===== src/rtl/dlp_pkg.sv =====
package dlp_pkg;

    typedef enum logic [3:0] {
        ST_NORM,
        ST_PD_IN, ST_PD, ST_PD_OUT,
        ST_SR_IN, ST_SR, ST_SR_OUT,
        ST_CS_IN, ST_CS, ST_CS_OUT,
        ST_DP_IN, ST_DP, ST_DP_OUT
    } lp_state_e;

    typedef enum logic [2:0] {
        OP_PD_IN  = 3'd0, OP_PD_OUT = 3'd1,
        OP_SR_IN  = 3'd2, OP_SR_OUT = 3'd3,
        OP_CS_IN  = 3'd4, OP_CS_OUT = 3'd5,
        OP_DP_IN  = 3'd6, OP_DP_OUT = 3'd7
    } lp_op_e;

    typedef enum logic [2:0] {
        MD_NORMAL  = 3'd0,
        MD_PWRDN   = 3'd1,
        MD_SELFREF = 3'd2,
        MD_CLKSTOP = 3'd3,
        MD_DEEPPD  = 3'd4
    } lp_mode_e;

    typedef enum logic [1:0] {
        CAUSE_AUTO = 2'd0,
        CAUSE_SW   = 2'd1,
        CAUSE_HW   = 2'd2
    } sr_cause_e;

    localparam int TMR_PD  = 0;
    localparam int TMR_SR  = 1;
    localparam int TMR_CS  = 2;
    localparam int NUM_TMR = 3;

    localparam logic [1:0] KIND_STD = 2'd0;
    localparam logic [1:0] KIND_LP2 = 2'd1;
    localparam logic [1:0] KIND_LP3 = 2'd2;

endpackage


===== src/rtl/dlp_idle_count.sv =====
module dlp_idle_count #(
    parameter int CNT_W   = 8,
    parameter int NUM_TMR = 3
) (
    input  logic                            clk,
    input  logic                            rst_n,
    input  logic                            busy,
    input  logic [NUM_TMR-1:0][CNT_W-1:0]   thr,
    input  logic [NUM_TMR-1:0]              en,
    output logic [NUM_TMR-1:0]              hit
);
    localparam logic [CNT_W-1:0] CNT_MAX = {CNT_W{1'b1}};

    logic [CNT_W-1:0] cnt_q;

    always_ff @(posedge clk) begin
        if (!rst_n) begin
            cnt_q <= '0;
        end else if (busy) begin
            cnt_q <= '0;
        end else if (cnt_q != CNT_MAX) begin
            cnt_q <= cnt_q + 1'b1;
        end
    end

    for (genvar g = 0; g < NUM_TMR; g++) begin : g_cmp
        assign hit[g] = en[g] && (cnt_q >= thr[g]);
    end


    idle_clear_chk: assert property (@(posedge clk) disable iff (!rst_n)
        busy |=> (cnt_q == '0));


    sat_hold_chk: assert property (@(posedge clk) disable iff (!rst_n)
        (cnt_q == CNT_MAX && !busy) |=> (cnt_q == CNT_MAX));

endmodule


===== src/rtl/dlp_fsm.sv =====
module dlp_fsm
    import dlp_pkg::*;
(
    input  logic               clk,
    input  logic               rst_n,
    input  logic               txn_arrive,
    input  logic               work_pending,
    input  logic [1:0]         mem_kind,
    input  logic               sw_sr_req,
    input  logic               sw_dpd_req,
    input  logic               hw_lp_req,
    input  logic [NUM_TMR-1:0] hit,
    input  logic               cmd_ack,
    output logic               cmd_req,
    output logic [2:0]         cmd_op,
    output logic [2:0]         lp_mode,
    output logic               traffic_stall,
    output logic               hw_lp_ack,
    output logic               hw_lp_deny
);
    lp_state_e state_q, state_d;
    sr_cause_e cause_q, cause_d;

    logic idle_now, dp_trig, sr_sw, sr_hw, sr_auto, sr_trig, cs_trig, pd_trig, escalate;

    always_comb begin
        idle_now = !txn_arrive && !work_pending;
        dp_trig  = sw_dpd_req && (mem_kind == KIND_LP2);
        sr_sw    = sw_sr_req;
        sr_hw    = hw_lp_req && !work_pending;
        sr_auto  = idle_now && hit[TMR_SR];
        sr_trig  = sr_sw || sr_hw || sr_auto;
        cs_trig  = idle_now && hit[TMR_CS] &&
                   ((mem_kind == KIND_LP2) || (mem_kind == KIND_LP3));
        pd_trig  = idle_now && hit[TMR_PD];
        escalate = dp_trig || sr_trig;
    end

    // next state
    always_comb begin
        state_d = state_q;
        cause_d = cause_q;
        unique case (state_q)
            ST_NORM: begin
                if (!txn_arrive) begin
                    if (dp_trig) begin
                        state_d = ST_DP_IN;
                    end else if (sr_trig) begin
                        state_d = ST_SR_IN;
                        cause_d = sr_sw ? CAUSE_SW : (sr_hw ? CAUSE_HW : CAUSE_AUTO);
                    end else if (cs_trig) begin
                        state_d = ST_CS_IN;
                    end else if (pd_trig) begin
                        state_d = ST_PD_IN;
                    end
                end
            end
            ST_PD_IN:  if (cmd_ack) state_d = ST_PD;
            ST_PD:     if (txn_arrive || escalate) state_d = ST_PD_OUT;
            ST_PD_OUT: if (cmd_ack) state_d = ST_NORM;
            ST_SR_IN:  if (cmd_ack) state_d = ST_SR;
            ST_SR: begin
                if (!sw_sr_req && (txn_arrive || cause_q == CAUSE_SW ||
                    (cause_q == CAUSE_HW && !hw_lp_req)))
                    state_d = ST_SR_OUT;
            end
            ST_SR_OUT: if (cmd_ack) state_d = ST_NORM;
            ST_CS_IN:  if (cmd_ack) state_d = ST_CS;
            ST_CS:     if (txn_arrive || escalate) state_d = ST_CS_OUT;
            ST_CS_OUT: if (cmd_ack) state_d = ST_NORM;
            ST_DP_IN:  if (cmd_ack) state_d = ST_DP;
            ST_DP:     if (!sw_dpd_req) state_d = ST_DP_OUT;
            ST_DP_OUT: if (cmd_ack) state_d = ST_NORM;
            default:   state_d = ST_NORM;
        endcase
    end

    // state register
    always_ff @(posedge clk) begin
        if (!rst_n) begin
            state_q <= ST_NORM;
            cause_q <= CAUSE_AUTO;
        end else begin
            state_q <= state_d;
            cause_q <= cause_d;
        end
    end

    // outputs
    always_comb begin
        cmd_req = 1'b0;
        cmd_op  = OP_PD_IN;
        lp_mode = MD_NORMAL;
        unique case (state_q)
            ST_NORM:   ;
            ST_PD_IN:  begin cmd_req = 1'b1; cmd_op = OP_PD_IN; end
            ST_PD:     lp_mode = MD_PWRDN;
            ST_PD_OUT: begin cmd_req = 1'b1; cmd_op = OP_PD_OUT; lp_mode = MD_PWRDN; end
            ST_SR_IN:  begin cmd_req = 1'b1; cmd_op = OP_SR_IN; end
            ST_SR:     lp_mode = MD_SELFREF;
            ST_SR_OUT: begin cmd_req = 1'b1; cmd_op = OP_SR_OUT; lp_mode = MD_SELFREF; end
            ST_CS_IN:  begin cmd_req = 1'b1; cmd_op = OP_CS_IN; end
            ST_CS:     lp_mode = MD_CLKSTOP;
            ST_CS_OUT: begin cmd_req = 1'b1; cmd_op = OP_CS_OUT; lp_mode = MD_CLKSTOP; end
            ST_DP_IN:  begin cmd_req = 1'b1; cmd_op = OP_DP_IN; end
            ST_DP:     lp_mode = MD_DEEPPD;
            ST_DP_OUT: begin cmd_req = 1'b1; cmd_op = OP_DP_OUT; lp_mode = MD_DEEPPD; end
            default:   ;
        endcase
        traffic_stall = (state_q != ST_NORM);
        hw_lp_ack     = (state_q == ST_SR) && hw_lp_req;
        hw_lp_deny    = hw_lp_req && work_pending && (state_q != ST_SR);
    end


    cmd_hold_chk: assert property (@(posedge clk) disable iff (!rst_n)
        (cmd_req && !cmd_ack) |=> (cmd_req && $stable(cmd_op)));


    wake_pd_chk: assert property (@(posedge clk) disable iff (!rst_n)
        (lp_mode == MD_PWRDN && !cmd_req && txn_arrive) |=> (cmd_req && cmd_op == OP_PD_OUT));


    sw_sr_keep_chk: assert property (@(posedge clk) disable iff (!rst_n)
        (state_q == ST_SR && sw_sr_req) |=> (lp_mode == MD_SELFREF && !cmd_req));


    dp_hold_chk: assert property (@(posedge clk) disable iff (!rst_n)
        (state_q == ST_DP && sw_dpd_req) |=> (lp_mode == MD_DEEPPD && !cmd_req));


    ack_deny_chk: assert property (@(posedge clk) disable iff (!rst_n)
        !(hw_lp_ack && hw_lp_deny));


    stall_chk: assert property (@(posedge clk) disable iff (!rst_n)
        (lp_mode != MD_NORMAL) |-> traffic_stall);

endmodule


===== src/rtl/dram_lp_ctrl.sv =====
module dram_lp_ctrl
    import dlp_pkg::*;
#(
    parameter int CNT_W = 8
) (
    input  logic             clk,
    input  logic             rst_n,
    input  logic             txn_arrive,
    input  logic             work_pending,
    input  logic [1:0]       cfg_mem_kind,
    input  logic             cfg_pd_en,
    input  logic             cfg_sr_en,
    input  logic             cfg_cs_en,
    input  logic [CNT_W-1:0] cfg_pd_idle,
    input  logic [CNT_W-1:0] cfg_sr_idle,
    input  logic [CNT_W-1:0] cfg_cs_idle,
    input  logic             sw_sr_req,
    input  logic             sw_dpd_req,
    input  logic             hw_lp_req,
    output logic             hw_lp_ack,
    output logic             hw_lp_deny,
    output logic             cmd_req,
    output logic [2:0]       cmd_op,
    input  logic             cmd_ack,
    output logic [2:0]       lp_mode,
    output logic             traffic_stall
);
    logic [NUM_TMR-1:0][CNT_W-1:0] thr;
    logic [NUM_TMR-1:0]            tmr_en;
    logic [NUM_TMR-1:0]            tmr_hit;
    logic                          busy;

    always_comb begin
        thr[TMR_PD]    = cfg_pd_idle;
        thr[TMR_SR]    = cfg_sr_idle;
        thr[TMR_CS]    = cfg_cs_idle;
        tmr_en[TMR_PD] = cfg_pd_en;
        tmr_en[TMR_SR] = cfg_sr_en;
        tmr_en[TMR_CS] = cfg_cs_en;
        busy           = txn_arrive || work_pending;
    end

    dlp_idle_count #(.CNT_W(CNT_W), .NUM_TMR(NUM_TMR)) i_idle (
        .clk   (clk),
        .rst_n (rst_n),
        .busy  (busy),
        .thr   (thr),
        .en    (tmr_en),
        .hit   (tmr_hit)
    );

    dlp_fsm i_fsm (
        .clk           (clk),
        .rst_n         (rst_n),
        .txn_arrive    (txn_arrive),
        .work_pending  (work_pending),
        .mem_kind      (cfg_mem_kind),
        .sw_sr_req     (sw_sr_req),
        .sw_dpd_req    (sw_dpd_req),
        .hw_lp_req     (hw_lp_req),
        .hit           (tmr_hit),
        .cmd_ack       (cmd_ack),
        .cmd_req       (cmd_req),
        .cmd_op        (cmd_op),
        .lp_mode       (lp_mode),
        .traffic_stall (traffic_stall),
        .hw_lp_ack     (hw_lp_ack),
        .hw_lp_deny    (hw_lp_deny)
    );

endmodule


===== config.mk =====
export PLATFORM = sky130hd
export DESIGN_NAME = dram_lp_ctrl
export DESIGN_NICKNAME = d
export VERILOG_FILES = /design/src/rtl/dlp_pkg.sv /design/src/rtl/dlp_idle_count.sv /design/src/rtl/dlp_fsm.sv /design/src/rtl/dram_lp_ctrl.sv
export SDC_FILE = /design/constraint.sdc
export NUM_CORES = 1
export LEC_CHECK = 0
export ABC_AREA = 1
export BUFFER_PORTS_ARGS = -buffer_cell sky130_fd_sc_hd__buf_2
export CORE_MARGIN = 3
export CORE_UTILIZATION = 35
export CTS_CLUSTER_DIAMETER = 60
export DETAILED_ROUTE_END_ITERATION = 6
export PLACE_DENSITY = 0.65
export SYNTH_ARGS = -nofsm -noshare
export SYNTH_HDL_FRONTEND = slang
export SYNTH_SLANG_ARGS = --single-unit

===== constraint.sdc =====
create_clock -name clk -period 1.9 [get_ports clk]
set_clock_uncertainty 0.2 [all_clocks]
set_input_delay 0.095 -clock clk [delete_from_list [all_inputs] [get_ports clk]]
set_output_delay 0.095 -clock clk [all_outputs]
set_load 0.02 [all_outputs]

### Yosys cells after proc, flatten, opt, wreduce, memory -nomap -nowiden

Index checks and enable logic that the tools add are counted.

* add/subtract/negate cells: 1
* $lt $le $gt $ge: 3
* eq/ne operators: 29
* mux-type cells: 20
* bitwise operators: 3
* reduce and logical (&&, ||, !) cells: 38

Operator list (count)
* 4-bit two-way mux: 14
* 4-bit case mux with 10 select lines: 1
* 8-bit >= comparator: 3
* 3-bit case mux with 7 select lines: 1
* 4-bit equality test, second input constant: 5
* 4-bit by 3-bit equality test with 1-bit output, second input constant: 4
* 1-bit logical AND: 15
* 2-bit inequality test, second input constant: 6
* 3-bit case mux with 4 select lines: 1
* 11-bit AND reduction: 1
* 2-bit OR reduction: 5
* 8-bit by 1-bit adder with 8-bit output, second input constant: 1
* 4-bit by 2-bit equality test with 1-bit output, second input constant: 2
* 1-bit logical OR: 8
* 2-bit by 1-bit inequality test with 1-bit output, second input constant: 4
* 8-bit inequality test, second input constant: 1
* 8-bit OR reduction: 1
* 5-bit by 1-bit inequality test with 1-bit output, second input constant: 1
* 2-bit by 1-bit equality test with 1-bit output, second input constant: 2
* 2-bit equality test, second input constant: 2
* 4-bit by 1-bit equality test with 1-bit output, second input constant: 1
* 1-bit zero test: 4
* 4-bit zero test: 1
* 2-bit two-way mux: 2
* 6 further kinds: 8

* register bits: 14
* input port bits: 37
* output and inout bits: 10
* word-level logic and storage cells: 97

### Longest topological paths before layout

Gate-level depths: netlist of run 1.

* word-level depth: 9
* gate-level depth with buffers: 17
* mapped depth without buffers: 17

### By module

Synthesis of run 1 repeated with hierarchy kept, for this count alone.

* cells, all modules: 289
* area, all modules: 1749.2 um2

By module, submodules not included
* dlp_idle_count: times used 1, cells each 152, area each 1011.0 um2, sequential area each 160.2 um2
* dlp_fsm: times used 1, cells each 134, area each 726.9 um2, sequential area each 120.1 um2
* dram_lp_ctrl: times used 1, cells each 3, area each 11.3 um2, sequential area each 0.0 um2

### Worst setup path after synthesis of run 1

Ideal clock, no wire load.

* kind: register to register
* start: register i_idle.cnt_q[3]
* end: register i_fsm.state_q[2]
* setup time: 117 ps
* data arrival time: 1561 ps
* data required time: 1583 ps
* slack: 21 ps
* stages on the path, launching flop included: 16
* path buffers: 0
* period minus slack after synthesis: 1879 ps
* path through: dfxtp_1 -> ha_1 -> nand2_1 -> nor2_1 -> nor2_1 -> nand2_1 -> nand2_1 -> nand2_1 -> nand2_1 -> nand2_1 -> nor2_1 -> nand2_1 -> nand2_2 -> nand2_1 -> nand2_1 -> nor2_1

* word-level cells in the longest chain between the ends: 9
* elaborated cells between the ends (all ways): 22
* those cells by class: 3 x order compare; 3 x eq/ne; 5 x mux; 11 x reduce/logical

RTL lines
* start: declaration: line dlp_idle_count.sv:14 `logic [CNT_W-1:0] cnt_q;`
* start signal: assignment: line dlp_idle_count.sv:22 `cnt_q <= cnt_q + 1'b1;`
* 8-bit >= comparator: line dlp_idle_count.sv:27 `assign hit[g] = en[g] && (cnt_q >= thr[g]);`
* 1-bit logical AND: line dlp_idle_count.sv:27
* 1-bit logical AND (2 in series): line dlp_fsm.sv:33 `cs_trig = idle_now && hit[TMR_CS] &&`
* 4-bit two-way mux: line dlp_fsm.sv:51 `end else if (cs_trig) begin`
* 4-bit two-way mux: line dlp_fsm.sv:48 `end else if (sr_trig) begin`
* 4-bit two-way mux: line dlp_fsm.sv:46 `if (dp_trig) begin`
* 4-bit two-way mux: line dlp_fsm.sv:45 `if (!txn_arrive) begin`
* 4-bit case mux with 10 select lines: line dlp_fsm.sv:43 `unique case (state_q)`
* end signal: assignment: line dlp_fsm.sv:84 `state_q <= state_d;`
* end: declaration: line dlp_fsm.sv:21 `lp_state_e state_q, state_d;`

Parallel ways exist; a longest one is shown, timed or not. The select of a mux whose other input is x is not followed.
A chain may end at the register's enable or synchronous reset.

### Worst setup path after layout of run 1

Ends and elaborated chain as after synthesis.

==> results.rst, run 1 <==
.. list-table::
   :header-rows: 1

   * - Metric
     - Value
   * - CTS tree
     - yes
   * - Starting Density
     - 37.8%
   * - Number of slew-limit violations in the final report
     - 0
   * - Total vias in the final route
     - 1,907
   * - Violations in the final reports
     - negative setup slack
   * - IO buf count
     - 46
   * - Min setup slack post-route
     - -0.0476 ns
   * - Cell at the slowest stage of the critical path
     - dfxtp_4
   * - Crit path time final
     - 1.95 ns
   * - Run status
     - finished, violations left
   * - Htree depth
     - 1
   * - Setup TNS
     - -0.139 ns
   * - Multi-input gate area in the final layout
     - 1400 um^2
   * - Maximum clock path buffer count
     - 2
   * - Worst hold path type
     - input pin to flop
   * - Simple logic cell fraction of the synthesized area
     - 36.0%
   * - Register clock-pin slew on the reported worst setup and hold paths
     - 0.06 ns
   * - Antenna violation net count after detailed routing
     - 0
   * - Final worst path period share
     - 103%
   * - Type of the worst setup path
     - flop to flop
   * - Area growth, synth to finish
     - 46.7%
   * - Total CTS buffers
     - 3
   * - Cells after Synth
     - 286
   * - Slew of the pin with the lowest slew margin
     - 0.487 ns
   * - Per-instance average area after synthesis
     - 5.99 um^2
   * - Beginning of the worst register-to-register path
     - i_idle.cnt_q[3]$_SDFFE_PP0P_
   * - Placed wire-length estimate after detailed placement
     - 3.60 mm
   * - Unrepaired setup endpoints after global routing
     - yes
   * - Highest cell delay on the worst timing path
     - 0.36 ns
   * - Origin of the worst setup path
     - i_idle.cnt_q[3]$_SDFFE_PP0P_
   * - Number of distinct library cells after synthesis
     - 29
   * - First drt pass iteration count
     - 4
   * - Number of nets in the synthesized netlist
     - 349
   * - Initial drt markers
     - 106
   * - Storage element area
     - 295 um^2
   * - Area after DPL
     - 2140 um^2
   * - Core outline area
     - 4530 um^2
   * - Count of placed standard cells in the final layout, fillers left out
     - 424
   * - Sequential cell area fraction in the yosys report
     - 16.4%
   * - Share of cell area taken by muxes after synthesis
     - 0%
   * - Inserted Diodes
     - 0
   * - Hold Vio Cnt, Final
     - 0
   * - Weighted congestion at the end of routability-driven global placement
     - 0.906
   * - Via-per-instance ratio
     - 4.50
   * - Latest clock arrival within the worst-skew pair
     - 0.24 ns
   * - Worst slack at placement
     - -0.167 ns
   * - Antenna violations before repair
     - 0
   * - Average wire per standard cell
     - 10.6 um
   * - Finished layout cell area
     - 2510 um^2
   * - Filler cell count
     - 455
   * - DIE WIDTH
     - 76.0 um
   * - Largest vdd supply drop
     - 0.299 mV
   * - Warnings from Yosys
     - 0
   * - First-pass GRT wire length
     - 7.75 mm
   * - Highest-count cells in the layout ignoring fill and taps
     - 59 x inv_1, 58 x nand2_1, 46 x buf_2
   * - Start point of the worst hold path
     - txn_arrive
   * - Vias in the first global route
     - 1,822
   * - Final nets
     - 424
   * - Crit path top cell by count
     - nand2_1
   * - DRC violation count after routing
     - 0
   * - Data required time of the critical path
     - 1.82 ns
   * - Biggest fanout along the worst timing path
     - 4
   * - Cell Area, Synth
     - 1710 um^2
   * - Adder-Cell Fraction of Synth Area
     - 19.0%
   * - Pwr dens
     - 672 nW/um^2
   * - Cell at the root of the clock tree
     - clkbuf_8
   * - Overall global routing resource usage
     - 15.7%
   * - Number of max-cap violations
     - 0
   * - Achievable frequency
     - 513 MHz
   * - Pin count of the biggest net entering global routing
     - 9
   * - Leading cell type in the layout, fill and taps excluded
     - inv_1
   * - Xor/xnor cell area share of the yosys netlist
     - 1.02%
   * - Total wire length
     - 4.49 mm
   * - Y dimension of the die
     - 76.0 um
   * - Kind of end point of the critical path
     - flop
   * - Total clock sinks
     - 14
   * - Row count
     - 24
   * - Total gr overflow
     - 0
   * - Post-synthesis sequential element count
     - 14
   * - CP Launch Type
     - flop
   * - Area fraction in compound gates after synthesis
     - 12.5%
   * - Max-slew headroom at the worst pin
     - 67.4%
   * - Data arrival, critical path
     - 1.87 ns
   * - Number of placed instances, taps included
     - 413
   * - Series of cell instances along the critical path
     - ha_4 > nand2_2 > nor2_2 > nor2_1 > nand2_1 > nand2_1 > nand2_1 > nand2_2 > buf_4 > nand3_4 > nor2_4 > nor2_4 > nand2_1 > nand2_1 > nor2_1
   * - Leak pwr
     - 1.37 nW
   * - Fraction of layout cells with a size suffix above 1
     - 39.3%
   * - Floorplan die area
     - 5770 um^2
   * - Boundary pin count
     - 47
   * - Largest family of logic cells by synthesized area
     - simple AND/OR/NAND/NOR gates
   * - Final setup fails
     - 4
-- sequential cells by signal, summed over array words and instances, names as in the netlist --
register	cells
i_fsm.cause_q	2
i_idle.cnt_q	8
i_fsm.state_q	4
-- cell families after synthesis --
kind of cell               after synthesis
DFF                                     14
xor gates and xnor gates                 2
and+or+nand+nor                        142
adders and majority gates               26
buffers and inverters                   67
AOI/OAI and AO/OA                       35
-- power breakdown --
group	switching [mW]	internal [mW]	leakage, nW
Clock	0.0902	0.139	0.0216
Combinational	0.676	0.401	1.23
Sequential	0.0558	0.327	0.118
-- per-layer routing --
metal | track usage, % | vias to the layer above | routed length, um
met2 | 27.1 | 46 | 2150
met3 | 2.49 | 4 | 194
met4 | 4.35 | 0 | 40
met5 | 0 | - | 0
li1 | - | 1037 | -
met1 | 20.3 | 820 | 2110
-- critical path: cells and delay by family (launching register included) --
kind                     cells  cell delay, ns
AND/OR/NAND/NOR             13            0.86
buffers and inverters        1            0.15
flip-flops                   1            0.36
adder cells (fa/ha/maj)      1            0.27
-- metrics by stage --
step                hold slack, ns  utilization, %  power, mW
floorplan                   0.0335               -       1.09
global route                0.0876            55.4       1.85
global placement             0.192            47.2       1.36
CTS                         0.0849            53.5       1.64
detailed placement           0.193            47.2       1.36
finish                      0.0556            55.4       1.69
-- cell usage after synthesis, drive strengths merged --
cell type	n	area share, %
a211oi	3	1.3
a221oi	1	0.51
o21bai	1	0.44
o21a	2	0.88
o211ai	1	0.44
nand2	81	20
nand3b	1	0.44
inv	66	14
nand3	12	3.5
or2	2	0.73
buf	1	0.66
xor2	1	0.51
a31oi	2	0.73
nor2	40	9.9
o221ai	1	0.51
nor3	4	1.2
a21oi	19	6.0
ha	26	19
nand4	2	0.73
o21ai	5	1.7
dfxtp	14	16
xnor2	1	0.51
-- path summary, 6_finish.rpt --
check / cells after the start / slack, ns / endpoint
worst max-delay path: 15 / -0.05 / i_fsm.state_q[2]$_SDFFE_PN0P_
worst min-delay path: 4 / 0.06 / i_fsm.cause_q[0]$_SDFFE_PN0P_
worst max register to register: 15 / -0.05 / i_fsm.state_q[2]$_SDFFE_PN0P_
worst min register to register: 2 / 0.29 / i_fsm.cause_q[1]$_SDFFE_PN0P_
-- layout make-up --
class	instances	area share, %
clock buffers	3	1.64
flip-flops and latches	14	11.7
inverters	66	9.96
well taps	65	3.24
multi-input cells	205	55.8
repair buffers	71	17.6
-- timing repair --
item | CTS | global route
hold endpoints to repair | 3 | 0
buffers inserted | 2 | 2
gates resized for setup | 33 | 21
pin swaps | 20 | 7
hold buffers | 4 | 0
endpoints found under the setup margin | 6 | 10
(Power assumes the default switching activity.)
==> run 2, diff against run 1 <==
- ABC_AREA: 1 -> default
==> results.rst, run 2 <==
.. list-table::
   :header-rows: 1

   * - Metric
     - Value
   * - IO buf count
     - 46
   * - Top_reg_cell synth
     - dfxtp_1
   * - Area after DPL
     - 2270 um^2
   * - Filler cell count
     - 427
   * - Data arrival, critical path
     - 2.23 ns
   * - Min setup slack post-route
     - -0.389 ns
   * - DR WL met3
     - 218 um
   * - Floorplan die area
     - 5710 um^2
   * - Warnings from Yosys
     - 0
   * - Number of nets in the synthesized netlist
     - 285
   * - Total gr overflow
     - 0
   * - Dominant cell by count in the synthesized netlist
     - inv_1
   * - Starting Density
     - 37.6%
   * - Antenna violations before repair
     - 0
   * - First-pass GRT wire length
     - 7.26 mm
   * - Total wire length
     - 4.60 mm
   * - Row count
     - 24
   * - Leading cell type in the layout, fill and taps excluded
     - buf_2
   * - Routed length on met1
     - 2.26 mm
   * - Slew of the pin with the lowest slew margin
     - 0.336 ns
   * - Cell at the root of the clock tree
     - clkbuf_8
   * - Top cell types by occurrence after synthesis
     - 29 x inv_1, 26 x ha_1, 25 x nor2_1, 20 x nand2_1, 14 x dfxtp_1
   * - Latest clock arrival within the worst-skew pair
     - 0.24 ns
   * - Post-synthesis sequential element count
     - 14
   * - Most flops, register
     - i_idle.cnt_q
   * - Violations in the final reports
     - negative setup slack
   * - CP Launch Type
     - flop
   * - Ranking of synthesized cells by area
     - ha_1 19%, dfxtp_1 17%, inv_1 6.4%
   * - Max-slew headroom at the worst pin
     - 77.5%
   * - Number of distinct library cells after synthesis
     - 51
   * - DRC violation count after routing
     - 0
   * - Worst hold path type
     - input pin to flop
   * - Worst slack at placement
     - -0.349 ns
   * - Maximum clock path buffer count
     - 2
   * - DIE WIDTH
     - 75.6 um
   * - Fraction of synthesized cell area taken by the top area cell type
     - 19.2%
   * - Antenna violation net count after detailed routing
     - 0
   * - Pwr dens
     - 949 nW/um^2
   * - Final worst path period share
     - 120%
   * - Area growth, synth to finish
     - 44.9%
   * - Number of slew-limit violations in the final report
     - 0
   * - Yosys top cell by area
     - ha_1
   * - Data required time of the critical path
     - 1.84 ns
   * - First drt pass iteration count
     - 4
   * - Kind of end point of the critical path
     - flop
   * - Registers with the most flip-flops
     - i_idle.cnt_q x8, i_fsm.state_q x4, i_fsm.cause_q x2
   * - Type of the worst setup path
     - flop to flop
   * - Number of max-cap violations
     - 0
   * - Hold slack final
     - 0.0962 ns
   * - Met2 routed wirelength
     - 2.07 mm
   * - Y dimension of the die
     - 75.6 um
   * - Crit path time final
     - 2.29 ns
   * - Register clock-pin slew on the reported worst setup and hold paths
     - 0.06 ns
   * - Pin count of the biggest net entering global routing
     - 12
   * - Inserted Diodes
     - 0
   * - CTS tree
     - yes
   * - Core outline area
     - 4500 um^2
   * - Placed wire-length estimate after detailed placement
     - 3.81 mm
   * - Cell Area, Synth
     - 1690 um^2
   * - Multi-input gate area in the final layout
     - 1370 um^2
   * - Highest routing layer actually used
     - met4
   * - Leak pwr
     - 1.23 nW
   * - Weighted congestion at the end of routability-driven global placement
     - 0.848
   * - Post-synth EDFFs
     - 0
   * - Highest-count cells in the layout ignoring fill and taps
     - 46 x buf_2, 39 x buf_4, 28 x inv_1
   * - Finished layout cell area
     - 2450 um^2
   * - Largest vdd supply drop
     - 0.399 mV
   * - Achievable frequency
     - 437 MHz
   * - Total clock sinks
     - 14
   * - Fraction of layout cells with a size suffix above 1
     - 41.6%
   * - Final Core Density
     - 54.5%
   * - Overall global routing resource usage
     - 16.3%
   * - Cells after Synth
     - 222
   * - Per-instance average area after synthesis
     - 7.63 um^2
   * - Via-per-instance ratio
     - 5.06
   * - Initial drt markers
     - 71
   * - Average wire per standard cell
     - 12.8 um
   * - Vias in the first global route
     - 1,618
   * - Total vias in the final route
     - 1,822
   * - Final setup fails
     - 6
   * - Unrepaired setup endpoints after global routing
     - yes
   * - Total CTS buffers
     - 3
   * - Htree depth
     - 1
   * - Boundary pin count
     - 47
   * - Hold Vio Cnt, Final
     - 0
   * - Biggest fanout along the worst timing path
     - 3
   * - Async set-or-reset flop fraction in the synthesized netlist
     - 0%
   * - Sequential cell area fraction in the yosys report
     - 16.5%
   * - Storage element area
     - 285 um^2
   * - Final nets
     - 373
   * - Max reg flops
     - 8
   * - Run status
     - finished, violations left
run 2: cell count changes after synthesis, sizes merged, moves of 4 or more:
cell | previous run | this run
a21oi | 19 | 12
inv | 66 | 30
mux2i | 0 | 4
nand2 | 81 | 20
nor2 | 40 | 27
o21ai | 5 | 12
xnor2 | 1 | 5
run 2: report_power, final:
part / internal, mW / switching, mW
registers: 0.346 / 0.0722
clock network: 0.140 / 0.106
logic: 0.775 / 0.890
total: 1.26 / 1.07
run 2: worst max-delay path, stage by stage, from the launching register on:
cell and delay, ns:
dfxtp_2 0.36, inv_4 0.06, ha_4 0.20, nand2b_4 0.14, a2111oi_4 0.35, a2111oi_4 0.07
o2111ai_2 0.22, a31oi_2 0.15, o21a_1 0.23, o211a_1 0.20
run 2: metal layers:
layer / global-route usage (%) / vias up
met5: 0 / -
met1: 23.6 / 819
met3: 2.11 / 6
met2: 25.6 / 40
li1: - / 957
met4: 4.08 / 0
run 2: stage by stage:
stage                     power (mW)  TNS (ns)  instances
after floorplan                 1.46    -0.958        222
after global placement          1.99     -1.42        352
after detailed placement        2.00     -1.77        352
after CTS                       2.26     -1.64        358
after global routing            2.51     -2.14        360
final                           2.33     -1.67        360
run 2: path summary, 6_finish.rpt:
check | slack (ns) | to | from | cells past startpoint
setup / recovery | -0.39 | i_fsm.state_q[3]$_SDFFE_PN0P_ | i_idle.cnt_q[0]$_SDFFE_PP0P_ | 9
hold / removal | 0.1 | i_fsm.state_q[0]$_SDFFE_PN0P_ | cmd_ack | 5
hold reg to reg | 0.27 | i_fsm.cause_q[0]$_SDFFE_PN0P_ | i_fsm.cause_q[0]$_SDFFE_PN0P_ | 2
setup reg to reg | -0.39 | i_fsm.state_q[3]$_SDFFE_PN0P_ | i_idle.cnt_q[0]$_SDFFE_PP0P_ | 9
run 2: area by class of cell:
class,instances,area share [%]
Inverter,30,4.69
Tap cell,52,2.65
Clock buffer,3,1.68
Timing Repair Buffer,89,23.4
Multi-Input combinational cell,172,56.0
Sequential cell,14,11.6
run 2: timing repair:
item                       CTS  global route
pin swaps                    3             7
hold endpoints to repair     6             0
gates resized for setup      5            16
buffers inserted             1             2
hold buffers                 2             0
setup endpoints to repair    6            11
run 2: logic make-up (layout without fill, tap and decap cells):
group | after synthesis | in the layout | synth area share (%)
compound gates | 54 | 54 | 26.1
flops | 14 | 14 | 16.5
mux | 4 | 4 | 2.36
fa+ha+maj | 26 | 26 | 19.2
buf+inv | 36 | 122 | 9.16
xor+xnor | 7 | 7 | 3.62
simple gates | 81 | 81 | 23.0
